<file path="src/rtl/busref_pkg.sv">
package busref_pkg;

  typedef enum logic {
    MODE_TRACK = 1'b0,
    MODE_FIXED = 1'b1
  } ref_mode_e;

  function automatic ref_mode_e decode_mode(input logic fixed_bit);
    return fixed_bit ? MODE_FIXED : MODE_TRACK;
  endfunction

endpackage

</file>
<file path="src/rtl/busref_window.sv">
module busref_window #(
  parameter int NUM_STR   = 8,
  parameter int LOOKAHEAD = 2
) (
  input  logic               clk,
  input  logic               rst_n,
  input  logic [NUM_STR-1:0] sched_mask,
  output logic [NUM_STR-1:0] str_on,
  output logic [NUM_STR-1:0] window_mask
);

  localparam int LAST = LOOKAHEAD - 1;

  logic [NUM_STR-1:0] stage [LOOKAHEAD];

  // Delay line: stage[k] holds the schedule sampled k+1 edges ago.
  always_ff @(posedge clk) begin
    if (!rst_n) begin
      for (int k = 0; k < LOOKAHEAD; k++) stage[k] <= '0;
    end else begin
      stage[0] <= sched_mask;
      for (int k = 1; k < LOOKAHEAD; k++) stage[k] <= stage[k-1];
    end
  end

  // Union of the incoming schedule and everything still in flight.
  always_comb begin
    window_mask = sched_mask;
    for (int k = 0; k < LOOKAHEAD; k++) window_mask = window_mask | stage[k];
  end

  assign str_on = stage[LAST];

endmodule

</file>
<file path="src/rtl/busref_peak.sv">
module busref_peak #(
  parameter int NUM_STR = 8,
  parameter int GRP_W   = 3
) (
  input  logic [NUM_STR-1:0]       sel_mask,
  input  logic [NUM_STR*GRP_W-1:0] codes,
  output logic [GRP_W-1:0]         peak,
  output logic                     any_sel
);

  logic [GRP_W-1:0] code_arr [NUM_STR];

  function automatic logic [GRP_W-1:0] wider(input logic [GRP_W-1:0] a,
                                             input logic [GRP_W-1:0] b);
    return (a > b) ? a : b;
  endfunction

  for (genvar g = 0; g < NUM_STR; g++) begin : g_unpack
    assign code_arr[g] = codes[g*GRP_W +: GRP_W];
  end

  always_comb begin
    peak    = '0;
    any_sel = 1'b0;
    for (int i = 0; i < NUM_STR; i++) begin
      if (sel_mask[i]) begin
        any_sel = 1'b1;
        peak    = wider(peak, code_arr[i]);
      end
    end
  end

endmodule

</file>
<file path="src/rtl/busref_gen.sv">
module busref_gen #(
  parameter int NUM_STR   = 8,
  parameter int GRP_W     = 3,
  parameter int LOOKAHEAD = 2
) (
  input  logic                     clk,
  input  logic                     rst_n,
  input  logic [NUM_STR-1:0]       sched_mask,
  input  logic [NUM_STR*GRP_W-1:0] grp_codes,
  input  logic [NUM_STR-1:0]       fail_mask,
  input  logic [GRP_W-1:0]         floor_code,
  input  logic                     fixed_mode,
  output logic [NUM_STR-1:0]       str_on,
  output logic [GRP_W-1:0]         ref_code
);
  import busref_pkg::*;

  localparam int CODES_W = NUM_STR * GRP_W;

  ref_mode_e          mode;
  logic [NUM_STR-1:0] window_mask;
  logic [NUM_STR-1:0] healthy_mask;
  logic [NUM_STR-1:0] demand_mask;
  logic [GRP_W-1:0]   demand_peak;
  logic               demand_any;
  logic               demand_empty;
  logic [GRP_W-1:0]   next_ref;

  function automatic logic [GRP_W-1:0] lift_to_floor(input logic [GRP_W-1:0] pk,
                                                     input logic [GRP_W-1:0] fl);
    return (pk > fl) ? pk : fl;
  endfunction

  busref_window #(.NUM_STR(NUM_STR), .LOOKAHEAD(LOOKAHEAD)) u_window (
    .clk        (clk),
    .rst_n      (rst_n),
    .sched_mask (sched_mask),
    .str_on     (str_on),
    .window_mask(window_mask)
  );

  assign mode         = decode_mode(fixed_mode);
  assign healthy_mask = ~fail_mask;
  assign demand_mask  = (mode == MODE_FIXED) ? healthy_mask : (window_mask & healthy_mask);

  busref_peak #(.NUM_STR(NUM_STR), .GRP_W(GRP_W)) u_peak (
    .sel_mask(demand_mask),
    .codes   (grp_codes[CODES_W-1:0]),
    .peak    (demand_peak),
    .any_sel (demand_any)
  );

  assign demand_empty = ~demand_any;
  assign next_ref     = demand_empty ? floor_code : lift_to_floor(demand_peak, floor_code);

  always_ff @(posedge clk) begin
    if (!rst_n) ref_code <= '0;
    else        ref_code <= next_ref;
  end

endmodule

</file>
<file path="config.mk">
export PLATFORM = sky130hd
export DESIGN_NAME = busref_gen
export DESIGN_NICKNAME = d
export VERILOG_FILES = /design/src/rtl/busref_pkg.sv /design/src/rtl/busref_window.sv /design/src/rtl/busref_peak.sv /design/src/rtl/busref_gen.sv
export SDC_FILE = /design/constraint.sdc
export NUM_CORES = 1
export LEC_CHECK = 0
export BUFFER_PORTS_ARGS = -buffer_cell sky130_fd_sc_hd__clkbuf_2
export CAP_MARGIN = 20
export CORE_ASPECT_RATIO = 0.9
export CORE_MARGIN = 2
export CORE_UTILIZATION = 30
export DETAILED_ROUTE_END_ITERATION = 12
export GPL_TIMING_DRIVEN = 0
export PLACE_DENSITY = 0.56
export SLEW_MARGIN = 20
export SYNTH_ARGS = -nofsm -noshare
export SYNTH_HDL_FRONTEND = slang
export SYNTH_SLANG_ARGS = --single-unit
</file>
<file path="constraint.sdc">
create_clock -name clk -period 14.8 [get_ports clk]
set_clock_uncertainty 0.15 [all_clocks]
set_input_delay 1.48 -clock clk [delete_from_list [all_inputs] [get_ports clk]]
set_output_delay 1.48 -clock clk [all_outputs]
set_load 0.01 [all_outputs]
</file>
Word level (Yosys, flattened, before mapping)
Memories as Yosys holds them, arrays and structs flattened. Index checks and enable logic that the tools add are counted.

Magnitude comparators: 9. Mux-type cells: 32. Bitwise logic cells: 6.

Operators with widths (count): $mux W3 (18); $gt A3 B3 Y1 (8); $mux W8 (3); $or A8 B8 Y8 (2); $mux W1 (11); $and A8 B8 Y8 (1); $not A8 Y8 (1); $gt A1 B3 Y1 const A (1); $or A1 B1 Y1 (2).

Bits in registers: 3. RAM bits: 16. Input port bits: 46. Output and inout port bits: 11. Logic and storage cells: 49. Memories: 1.

Memories: u_window.stage (words 2, bits a word 8, rd ports 2, clocked after Yosys merged registers in 0, wr ports 2, line busref_window.sv:14) `logic [NUM_STR-1:0] stage [LOOKAHEAD];`.

Longest topological paths before layout
Gate-level depths: netlist of run 1.

Depth after elaboration: 29. Depth in mapped cells: 55. Gate-level depth less buffers: 54.

Cells and area by module
Synthesis of run 1 repeated with hierarchy kept, for this count alone.

Cells, all modules: 237. Area total of the unflattened synthesis: 1933.1 sq um.

Modules (own cells, without submodules): busref_peak (instances 1, cells each 149, area an instance 1113.6 sq um, seq. area each 0.0 sq um); busref_window (instances 1, cells each 49, area an instance 561.8 sq um, seq. area each 320.3 sq um); busref_gen (instances 1, cells each 39, area an instance 257.7 sq um, seq. area each 60.1 sq um).

Least setup slack after synthesis of run 1
No wires, ideal clock.

Path type: input to register. Start point: in fixed_mode. End point: reg ref_code[0]. Library setup time: 114 ps. Data arrival time: 11561 ps. Required time: 14536 ps. Slack: 2974 ps. Stages on the path: 49. Path buffers: 1. Path through: buf_6 > or4_4 > and3_1 > ha_1 > a21oi_1 > nand2_1 > a21oi_1 > a21o_1 > ha_1 > and3_1 > a21o_1 > a221oi_2 > nor2_1 > ha_1 > nor2b_1 > o21a_1 > nor3_1 > mux2_2 > [13 not listed] > nor2b_1 > o21a_1 > nor3_1 > mux2_2 > o21bai_1 > ha_1 > nand2_1 > o21a_1 > o21a_1 > a21oi_1 > nand2_1 > o21ai_1 > ha_1 > a31oi_1 > nand2_1 > o311a_1 > and3_1 > a21bo_1.

Longest elaborated chain between the ends: 27. Elaborated cells between the ends (all ways): 35. Classes of those cells: 8 x order compare; 27 x mux.

RTL lines: from (decl) (line busref_gen.sv:12) `input logic fixed_mode,`; $mux W1 (*) (line busref_pkg.sv:9) `return fixed_bit ? MODE_FIXED : MODE_TRACK;`; $mux W8 (*) (line busref_gen.sv:44) `assign demand_mask = (mode == MODE_FIXED) ? healthy_mask : (window_mask & healthy_mask);`; $mux W3 (line busref_peak.sv:26) `if (sel_mask[i]) begin`; $gt A3 B3 Y1 (line busref_peak.sv:15) `return (a > b) ? a : b;`; $mux W3 (line busref_peak.sv:15); $mux W3 (line busref_peak.sv:26); $gt A3 B3 Y1 (line busref_peak.sv:15); $mux W3 (line busref_peak.sv:15); [11 not listed]; $mux W3 (line busref_peak.sv:15); $mux W3 (line busref_peak.sv:26); $gt A3 B3 Y1 (line busref_peak.sv:15); $mux W3 (line busref_peak.sv:15); $mux W3 (line busref_peak.sv:26); $gt A3 B3 Y1 (line busref_gen.sv:31) `return (pk > fl) ? pk : fl;`; $mux W3 (line busref_gen.sv:31); $mux W3 (*) (line busref_gen.sv:54) `assign next_ref = demand_empty ? floor_code : lift_to_floor(demand_peak, floor_code);`; to (signal assigned) (line busref_gen.sv:58) `else ref_code <= next_ref;`; to (decl) (line busref_gen.sv:14) `output logic [GRP_W-1:0] ref_code`.

Every way passes the cells marked *; elsewhere a longest branch is shown, timed or not. A chain may end at the register's enable or synchronous reset.

Worst setup path in the final report of run 1
Ends and elaborated chain as after synthesis.

==> metrics.sh, run 1 <==
FINAL-INSTANCE-COUNT-EXCL-FILL=393
WORSTSETUPENDPOINT='ref_code[0]$_SDFF_PN0_'
SLOWEST_STAGE='sky130_fd_sc_hd__or4_4'
CLOCK_TREE_BUF_DEPTH=2
CTS.REPAIR.RESIZED=0
LAYOUT_MIN_CYCLE_TIME_NS=12.89
SYNTH_TOP_FLOP_CELL='sky130_fd_sc_hd__dfxtp_1'
DIE_H_UM=80.4
RSZ_0062_RAISED_AFTER_GLOBAL_ROUTING='no'
CRIT_START='fixed_mode'
DPL_WORST_SLACK_NS=1.70
POST-ROUTE-DRC-COUNT=0
FINAL_HOLD_VIOL_COUNT=0
IO_BUFFERS=55
CTS_POST_SETUP_BUFFERS_INSERTED=0
TRITONCTS='done'
CLOCK_SINK_COUNT=19
MAX_SLEW_MARGIN=0.582
POST_SYNTH_NUM_CELL_TYPES=50
CP_DATA_REQUIRED_TIME_NS=14.79
SYNTH_ENABLE_FLOP_CELLS=0
CLOCKROOTBUFFER='sky130_fd_sc_hd__clkbuf_8'
MAPPEDNETLISTAREA_UM2=1940
RUN_STATUS='finished clean'
CRIT_PATH_MAX_INCR_DELAY_NS=0.55
FP.DIEAREA_UM2=7140
ROUTE.FINAL.WIRE_LENGTH_UM=4960
CRIT_PATH_FREQUENT_CELL='sky130_fd_sc_hd__ha_1'
FLOORPLAN.DIE.WIDTH_UM=88.8
SYNTH.LARGEST_AREA_CELL='sky130_fd_sc_hd__dfxtp_1'
PATH_CLK_SLEW_NS=0.07
BUSIEST_LAYER='met2'
ANTENNA_CELLS=0
POST-ROUTE-UTIL=0.384
SLEW_VIOLATIONS=0
SETUP_VIOLATIONS=0
MAX_FREQ_MHz=77.6
INITIALDRTVIOLATIONCOUNT=76
LAYOUT-DRIVE-GT1-SHARE=0.275
MET2_USAGE_IN_GLOBAL_ROUTING=0.219
CRITICAL_PATH_START_END_CLASSIFICATION='in2reg'
RRSETUPSLACK_NS=2.97
GP_CONGESTION=0.851
GRT_FIRST_PASS_WIRELENGTH_UM=7960
DETAIL_ROUTE.WL_PER_CELL_UM=12.6
YS_TOP_CELLS_BY_COUNT='sky130_fd_sc_hd__ha_1, sky130_fd_sc_hd__inv_1, sky130_fd_sc_hd__dfxtp_1'
MIN_PERIOD_OVER_PERIOD=0.871
FP-ROW-COUNT=27
TIGHTEST_SLEW_NS=0.617
POWER.STATIC_LEAKAGE_nW=1.18
PLACE.DETAILED.INSTANCES=389
MAX_CAP_VIOL=0
GLOBAL_ROUTE.OVERFLOW_TOTAL=0
RR_ENDPOINT='ref_code[0]$_SDFF_PN0_'
TIMING.CRITICAL_PATH.ARRIVAL_NS=12.88
CLOCK_LATENCY_NS=0.25
POST_CTS_HOLD_BUFFER_COUNT=0
IO-PIN-COUNT=57
SYNTH_TOP_AREA_SHARE=0.196
SYNTH.NET_COUNT=317
YS_ASYNC_SR_FRACTION=0
GRT_MAX_DEGREE=12
SETUP_SLACK_NS=1.91
TIMING.CRITICAL_PATH.TO_TYPE='flip-flop'
INITIAL_CORE_UTIL=0.314
STARTPOINT_TYPE='input pin'
HTREE_LEVELS=1
COREAREA_UM2=6180
YS_TOP_CELLS_BY_AREA='sky130_fd_sc_hd__dfxtp_1, sky130_fd_sc_hd__ha_1, sky130_fd_sc_hd__and2_1'
SYNTHESIS.YOSYS.WARNINGS=0
PLACE.DETAILED.HPWL_UM=4310
SETUP_TOTAL_NEGATIVE_SLACK_NS=0
GRT_PASS1_VIAS=1795
ROUTE.ANTENNA.REMAINING_NETS=0
DRT-PASS1-ITER-COUNT=4
GLOBALROUTEMET1UTIL=0.201
VIAS=1908
AREA_GROWTH_PCT=22.2
YS_FF_LATCH=19
YOSYSSEQAREASHARE=0.196
GRT.TOTAL_USAGE=0.142
MAX-VDD-IR-DROP_uV=43.9
GR-USAGE-MET3=0.0236
RR_STARTPOINT='u_window.stage[0][0]$_SDFF_PN0_'
HOLDCRITPATHCLASS='reg2reg'
DRT-VIAS-PER-INSTANCE=4.85
AVGSYNTHCELLAREA_UM2=7.87
NUMBER_OF_BUFFERS_CREATED_BY_CTS=3
HIGHEST_FANOUT_SEEN_ON_THE_CRITICAL_PATH=8
DEPTH_OF_THE_WORST_REGISTER_TO_REGISTER_PATH=48
NNETSFINAL=377
SYNTH_CELLS=247
POWER.TOTAL_mW=0.257
POWER_PER_CELL_AREA_nW_PER_UM2=108
POST-SYNTH-TOP-COUNT-CELL='sky130_fd_sc_hd__ha_1'
ANTENNA_FOUND_INITIAL=0
how the worst min path moves through the flow:
stage / to / depth (start not counted) / start
global route: u_window.stage[0][11]$_SDFF_PN0_ / 1 / u_window.stage[0][3]$_SDFF_PN0_
detailed placement: u_window.stage[0][10]$_SDFF_PN0_ / 1 / u_window.stage[0][2]$_SDFF_PN0_
global placement: u_window.stage[0][11]$_SDFF_PN0_ / 1 / u_window.stage[0][3]$_SDFF_PN0_
finish: u_window.stage[0][9]$_SDFF_PN0_ / 1 / u_window.stage[0][1]$_SDFF_PN0_
CTS: u_window.stage[0][9]$_SDFF_PN0_ / 1 / u_window.stage[0][1]$_SDFF_PN0_
floorplan: u_window.stage[0][10]$_SDFF_PN0_ / 1 / u_window.stage[0][2]$_SDFF_PN0_
report_power, final:
| part | switching, mW | total (mW) | internal [mW] |
|---|---|---|---|
| sequential | 0.00245 | 0.0596 | 0.0572 |
| combinational | 0.0915 | 0.162 | 0.0708 |
| clock | 0.0164 | 0.0351 | 0.0187 |
kinds of logic after synthesis:
logic type               after synthesis  share of synthesized area
AND/OR/NAND/NOR                      102                      0.305
AO/OA/AOI/OAI                         63                      0.232
buffers and inverters                 34                     0.0850
adder cells (fa/ha/maj)               24                      0.155
flip-flops                            19                      0.196
multiplexers                           5                     0.0277
cell usage in the layout (no fill, tap or decap), types with 3 or more instances in the layout:
master                     instances
sky130_fd_sc_hd__buf_4             8
sky130_fd_sc_hd__ha_1             24
sky130_fd_sc_hd__clkbuf_2         55
sky130_fd_sc_hd__and2_1           17
sky130_fd_sc_hd__nand3b_1          4
sky130_fd_sc_hd__o21a_1            6
sky130_fd_sc_hd__o21ai_1           3
sky130_fd_sc_hd__nor3_1            9
sky130_fd_sc_hd__nand2_1          14
sky130_fd_sc_hd__a31oi_1           3
sky130_fd_sc_hd__a21oi_1          14
sky130_fd_sc_hd__mux2_2            3
sky130_fd_sc_hd__nor4_1            7
sky130_fd_sc_hd__o21ai_0           4
sky130_fd_sc_hd__and3_1            5
sky130_fd_sc_hd__dfxtp_1          19
sky130_fd_sc_hd__a21o_1            4
sky130_fd_sc_hd__clkbuf_8          3
sky130_fd_sc_hd__nand3_1          11
sky130_fd_sc_hd__inv_1            23
sky130_fd_sc_hd__or2_2             5
sky130_fd_sc_hd__a211oi_1          5
sky130_fd_sc_hd__or3_1             3
sky130_fd_sc_hd__nor2_1           16
sky130_fd_sc_hd__o31ai_1           3
metrics by stage:
stage,instance area [um2],hold WS (ns)
finish,2370,0.308
global route,2370,0.328
CTS,2370,0.308
detailed placement,2330,0.297
global placement,2330,0.282
floorplan,1940,0.281
cell type report:
cell class,instances,area [um2]
Fill cell,684,3810
Multi-Input combinational cell,194,1400
Sequential cell,19,380
Timing Repair Buffer,55,275
Tap cell,87,109
Inverter,23,86.3
Buffer,11,78.8
Clock buffer,3,41.3
Clock inverter,1,5.00
layer usage:
layer	vias up	routed length, um
li1	1020	-
met1	829	2480
met2	52	2110
met3	7	304
met4	0	67
met5	-	0
critical path, delay by kind of cell:
family / cells / cell delay, ns
buf+inv: 2 / 0.20
mux: 3 / 1.13
compound gates: 20 / 4.75
fa+ha+maj: 8 / 2.39
simple gates: 16 / 2.90
state kept, by name (all words and copies together), names as in the netlist:
name            count
u_window.stage     16
ref_code            3
No activity file was read; power rests on OpenSTA's default activity.
==> run 2: changes to the inputs <==
Settings changed: ABC_AREA from default to 1, HOLD_SLACK_MARGIN from default to 0.1, PLACE_DENSITY 0.56 to 0.57.
==> metrics.sh, run 2 <==
ANTENNA_FOUND_INITIAL=0
HIGHEST_FANOUT_SEEN_ON_THE_CRITICAL_PATH=6
MAX_SLEW_MARGIN=0.695
FIN_WORST_HOLD_SLACK_NS=0.277
YS_TOP_CELLS_BY_AREA='sky130_fd_sc_hd__dfxtp_1, sky130_fd_sc_hd__ha_1, sky130_fd_sc_hd__nand2_1'
MAX-VDD-IR-DROP_uV=45.6
CLOCK_LATENCY_NS=0.26
SYNTHESIS.YOSYS.WARNINGS=0
TRITONCTS='done'
INITIALDRTVIOLATIONCOUNT=56
LARGEST_REGISTER='u_window.stage'
N_FILL_CELL=624
HOLD-PATH-ENDPOINT='u_window.stage[0][10]$_SDFF_PN0_'
TIMING.CRITICAL_PATH.ARRIVAL_NS=10.26
YS_TOP_CELLS_BY_COUNT='sky130_fd_sc_hd__nand2_1, sky130_fd_sc_hd__inv_1, sky130_fd_sc_hd__nand3_1'
INITIAL_CORE_UTIL=0.316
NUMBER_OF_BUFFERS_CREATED_BY_CTS=3
VIAS=1800
FLOORPLAN.DIE.WIDTH_UM=86.1
PLACE.DETAILED.HPWL_UM=3630
MAX_CAP_VIOL=0
LEADING_CELL_TYPES_IN_THE_LAYOUT_FILL_AND_TAPS_EXCLUDED='sky130_fd_sc_hd__nand2_1, sky130_fd_sc_hd__inv_1, sky130_fd_sc_hd__clkbuf_2'
CP_NUM_BUF_INV=11
TIMING.CRITICAL_PATH.TO_TYPE='flip-flop'
CTS_POST_SETUP_BUFFERS_INSERTED=0
LAYOUT_TOP_REGISTERS='u_window.stage: 16 flops, ref_code: 3 flops'
YOSYSSEQAREASHARE=0.209
POWER_PER_CELL_AREA_nW_PER_UM2=107
LAYOUT-DRIVE-GT1-SHARE=0.263
TIGHTEST_SLEW_NS=0.457
DEPTH_OF_THE_WORST_REGISTER_TO_REGISTER_PATH=69
DIE_H_UM=77.9
WORST_HOLD_PATH.NUM_CELLS=2
SYNTH.LARGEST_AREA_CELL='sky130_fd_sc_hd__dfxtp_1'
COREAREA_UM2=5760
RR_STARTPOINT='u_window.stage[0][8]$_SDFF_PN0_'
POST_CTS_HOLD_BUFFER_COUNT=0
RRSETUPSLACK_NS=5.57
MET2_USAGE_IN_GLOBAL_ROUTING=0.219
ROUTE.FINAL.WIRE_LENGTH_UM=4040
CRIT_PATH_FREQUENT_CELL='sky130_fd_sc_hd__nand2_1'
AVGSYNTHCELLAREA_UM2=6.52
HOLDCRITPATHCLASS='reg2reg'
NNETSFINAL=409
CLOCK_SINK_COUNT=19
CP_DATA_REQUIRED_TIME_NS=14.79
FINAL_HOLD_VIOL_COUNT=0
WORST_HOLD_STARTPOINT='u_window.stage[0][2]$_SDFF_PN0_'
DETAIL_ROUTE.WL_PER_CELL_UM=9.91
YS_FF_LATCH=19
MIN_PERIOD_OVER_PERIOD=0.693
MAX_FREQ_MHz=97.4
SYNTH_TOP_AREA_SHARE=0.209
BUSIEST_LAYER='met2'
GP_CONGESTION=0.792
LAYOUT_MIN_CYCLE_TIME_NS=10.26
SYNTH.NET_COUNT=349
GRT_FIRST_PASS_WIRELENGTH_UM=7380
GRT.TOTAL_USAGE=0.134
SYNTH_ENABLE_FLOP_CELLS=0
IO_BUFFERS=55
GLOBAL_ROUTE.OVERFLOW_TOTAL=0
FP-ROW-COUNT=26
STARTPOINT_TYPE='input pin'
POST-ROUTE-UTIL=0.387
GRT_PASS1_VIAS=1750
TIMING.CRITICAL_PATH.MAX_DELAY_FAMILY='simple AND/OR/NAND/NOR gates'
CTS.REPAIR.RESIZED=0
AREA_GROWTH_PCT=22.5
PATH_CLK_SLEW_NS=0.07
SLEW_VIOLATIONS=0
IO-PIN-COUNT=57
SYNTH_CELLS=279
POWER.STATIC_LEAKAGE_nW=1.40
CLOCKROOTBUFFER='sky130_fd_sc_hd__clkbuf_8'
ROUTE.ANTENNA.REMAINING_NETS=0
NUMBER_OF_FLIP_FLOPS_UNDER_THE_LARGEST_REGISTER_NAME=16
YS_ASYNC_SR_FRACTION=0
FP.DIEAREA_UM2=6700
HTREE_LEVELS=1
ANTENNA_CELLS=0
RUN_STATUS='finished clean'
SYNTH_TOP_FLOP_CELL='sky130_fd_sc_hd__dfxtp_1'
CRIT_PATH_MAX_INCR_DELAY_NS=0.32
POST-ROUTE-DRC-COUNT=0
MAPPEDNETLISTAREA_UM2=1820
SETUP_VIOLATIONS=0
POST-SYNTH-TOP-COUNT-CELL='sky130_fd_sc_hd__nand2_1'
GRT_MAX_DEGREE=12
RR_ENDPOINT='ref_code[0]$_SDFF_PN0_'
SLOWEST_STAGE='sky130_fd_sc_hd__a211oi_1'
DRT-PASS1-ITER-COUNT=4
CRITICAL_PATH_START_END_CLASSIFICATION='in2reg'
CLOCK_TREE_BUF_DEPTH=2
SETUP_TOTAL_NEGATIVE_SLACK_NS=0
FINAL_COMMON_CELL='sky130_fd_sc_hd__nand2_1'
POST_SYNTH_NUM_CELL_TYPES=30
GLOBALROUTEMET1UTIL=0.184
RSZ_0062_RAISED_AFTER_GLOBAL_ROUTING='no'
DRT-VIAS-PER-INSTANCE=4.41
GR-USAGE-MET3=0.0170
==> run 2: cell count changes in the layout (fill, tap and decap cells not counted), sizes merged, moves of 5 or more <==
cell   before  now
and3        5    0
nand2      14   71
nand3      11   39
inv        23   61
nor4       10    1
o21a        6    0
and2       18    2
==> run 2: logic make-up after synthesis <==
family,after synthesis,share of synthesized area
AOI/OAI and AO/OA,24,0.101
buffers and inverters,73,0.167
DFF,19,0.209
adders and majority gates,24,0.165
and+or+nand+nor,139,0.358
==> run 2: layout make-up <==
type / count / area [um2] / share of cell area
Buffer: 10 / 67.6 / 0.0303
Clock buffer: 3 / 41.3 / 0.0185
Clock inverter: 1 / 5.00 / 0.00225
Inverter: 63 / 236 / 0.106
Multi-Input combinational cell: 187 / 1130 / 0.509
Sequential cell: 19 / 380 / 0.171
Tap cell: 70 / 87.6 / 0.0393
Timing Repair Buffer: 55 / 275 / 0.124
==> run 2: routing by layer <==
layer | vias up | part of all wire
li1 | 999 | -
met5 | - | 0
met4 | 0 | 0.014
met2 | 33 | 0.43
met3 | 6 | 0.038
met1 | 762 | 0.52
==> run 2: how the worst max path moves through the flow <==
stage | slack, ns | end | cells after the start | from
floorplan | 5.26 | ref_code[0]$_SDFF_PN0_ | 67 | sched_mask[0]
global placement | 4.34 | ref_code[0]$_SDFF_PN0_ | 70 | fixed_mode
detailed placement | 4.28 | ref_code[0]$_SDFF_PN0_ | 70 | fixed_mode
CTS | 4.52 | ref_code[0]$_SDFF_PN0_ | 70 | fixed_mode
global route | 3.10 | ref_code[0]$_SDFF_PN0_ | 72 | fixed_mode
finish | 4.54 | ref_code[0]$_SDFF_PN0_ | 70 | fixed_mode
==> run 2: power by group <==
group	leakage, nW	switching (mW)	internal (mW)
Clock	0.0255	0.0173	0.0187
Combinational	1.22	0.0853	0.0585
Sequential	0.157	0.00185	0.0575
Total	1.40	0.104	0.135
==> run 2: tightest hold or removal path, stage by stage (launching register included) <==
cell	delay, ns
sky130_fd_sc_hd__dfxtp_1	0.31
sky130_fd_sc_hd__nand2_1	0.05
sky130_fd_sc_hd__inv_1	0.03
==> run 2: through the flow <==
stage / worst slack, ns / instances / instance area [um2] / total power [mW]
finish: 4.54 / 408 / 2230 / 0.239
global route: 3.10 / 408 / 2230 / 0.271
CTS: 4.52 / 408 / 2230 / 0.243
detailed placement: 4.28 / 404 / 2180 / 0.206
global placement: 4.34 / 404 / 2180 / 0.203
floorplan: 5.26 / 279 / 1820 / 0.171
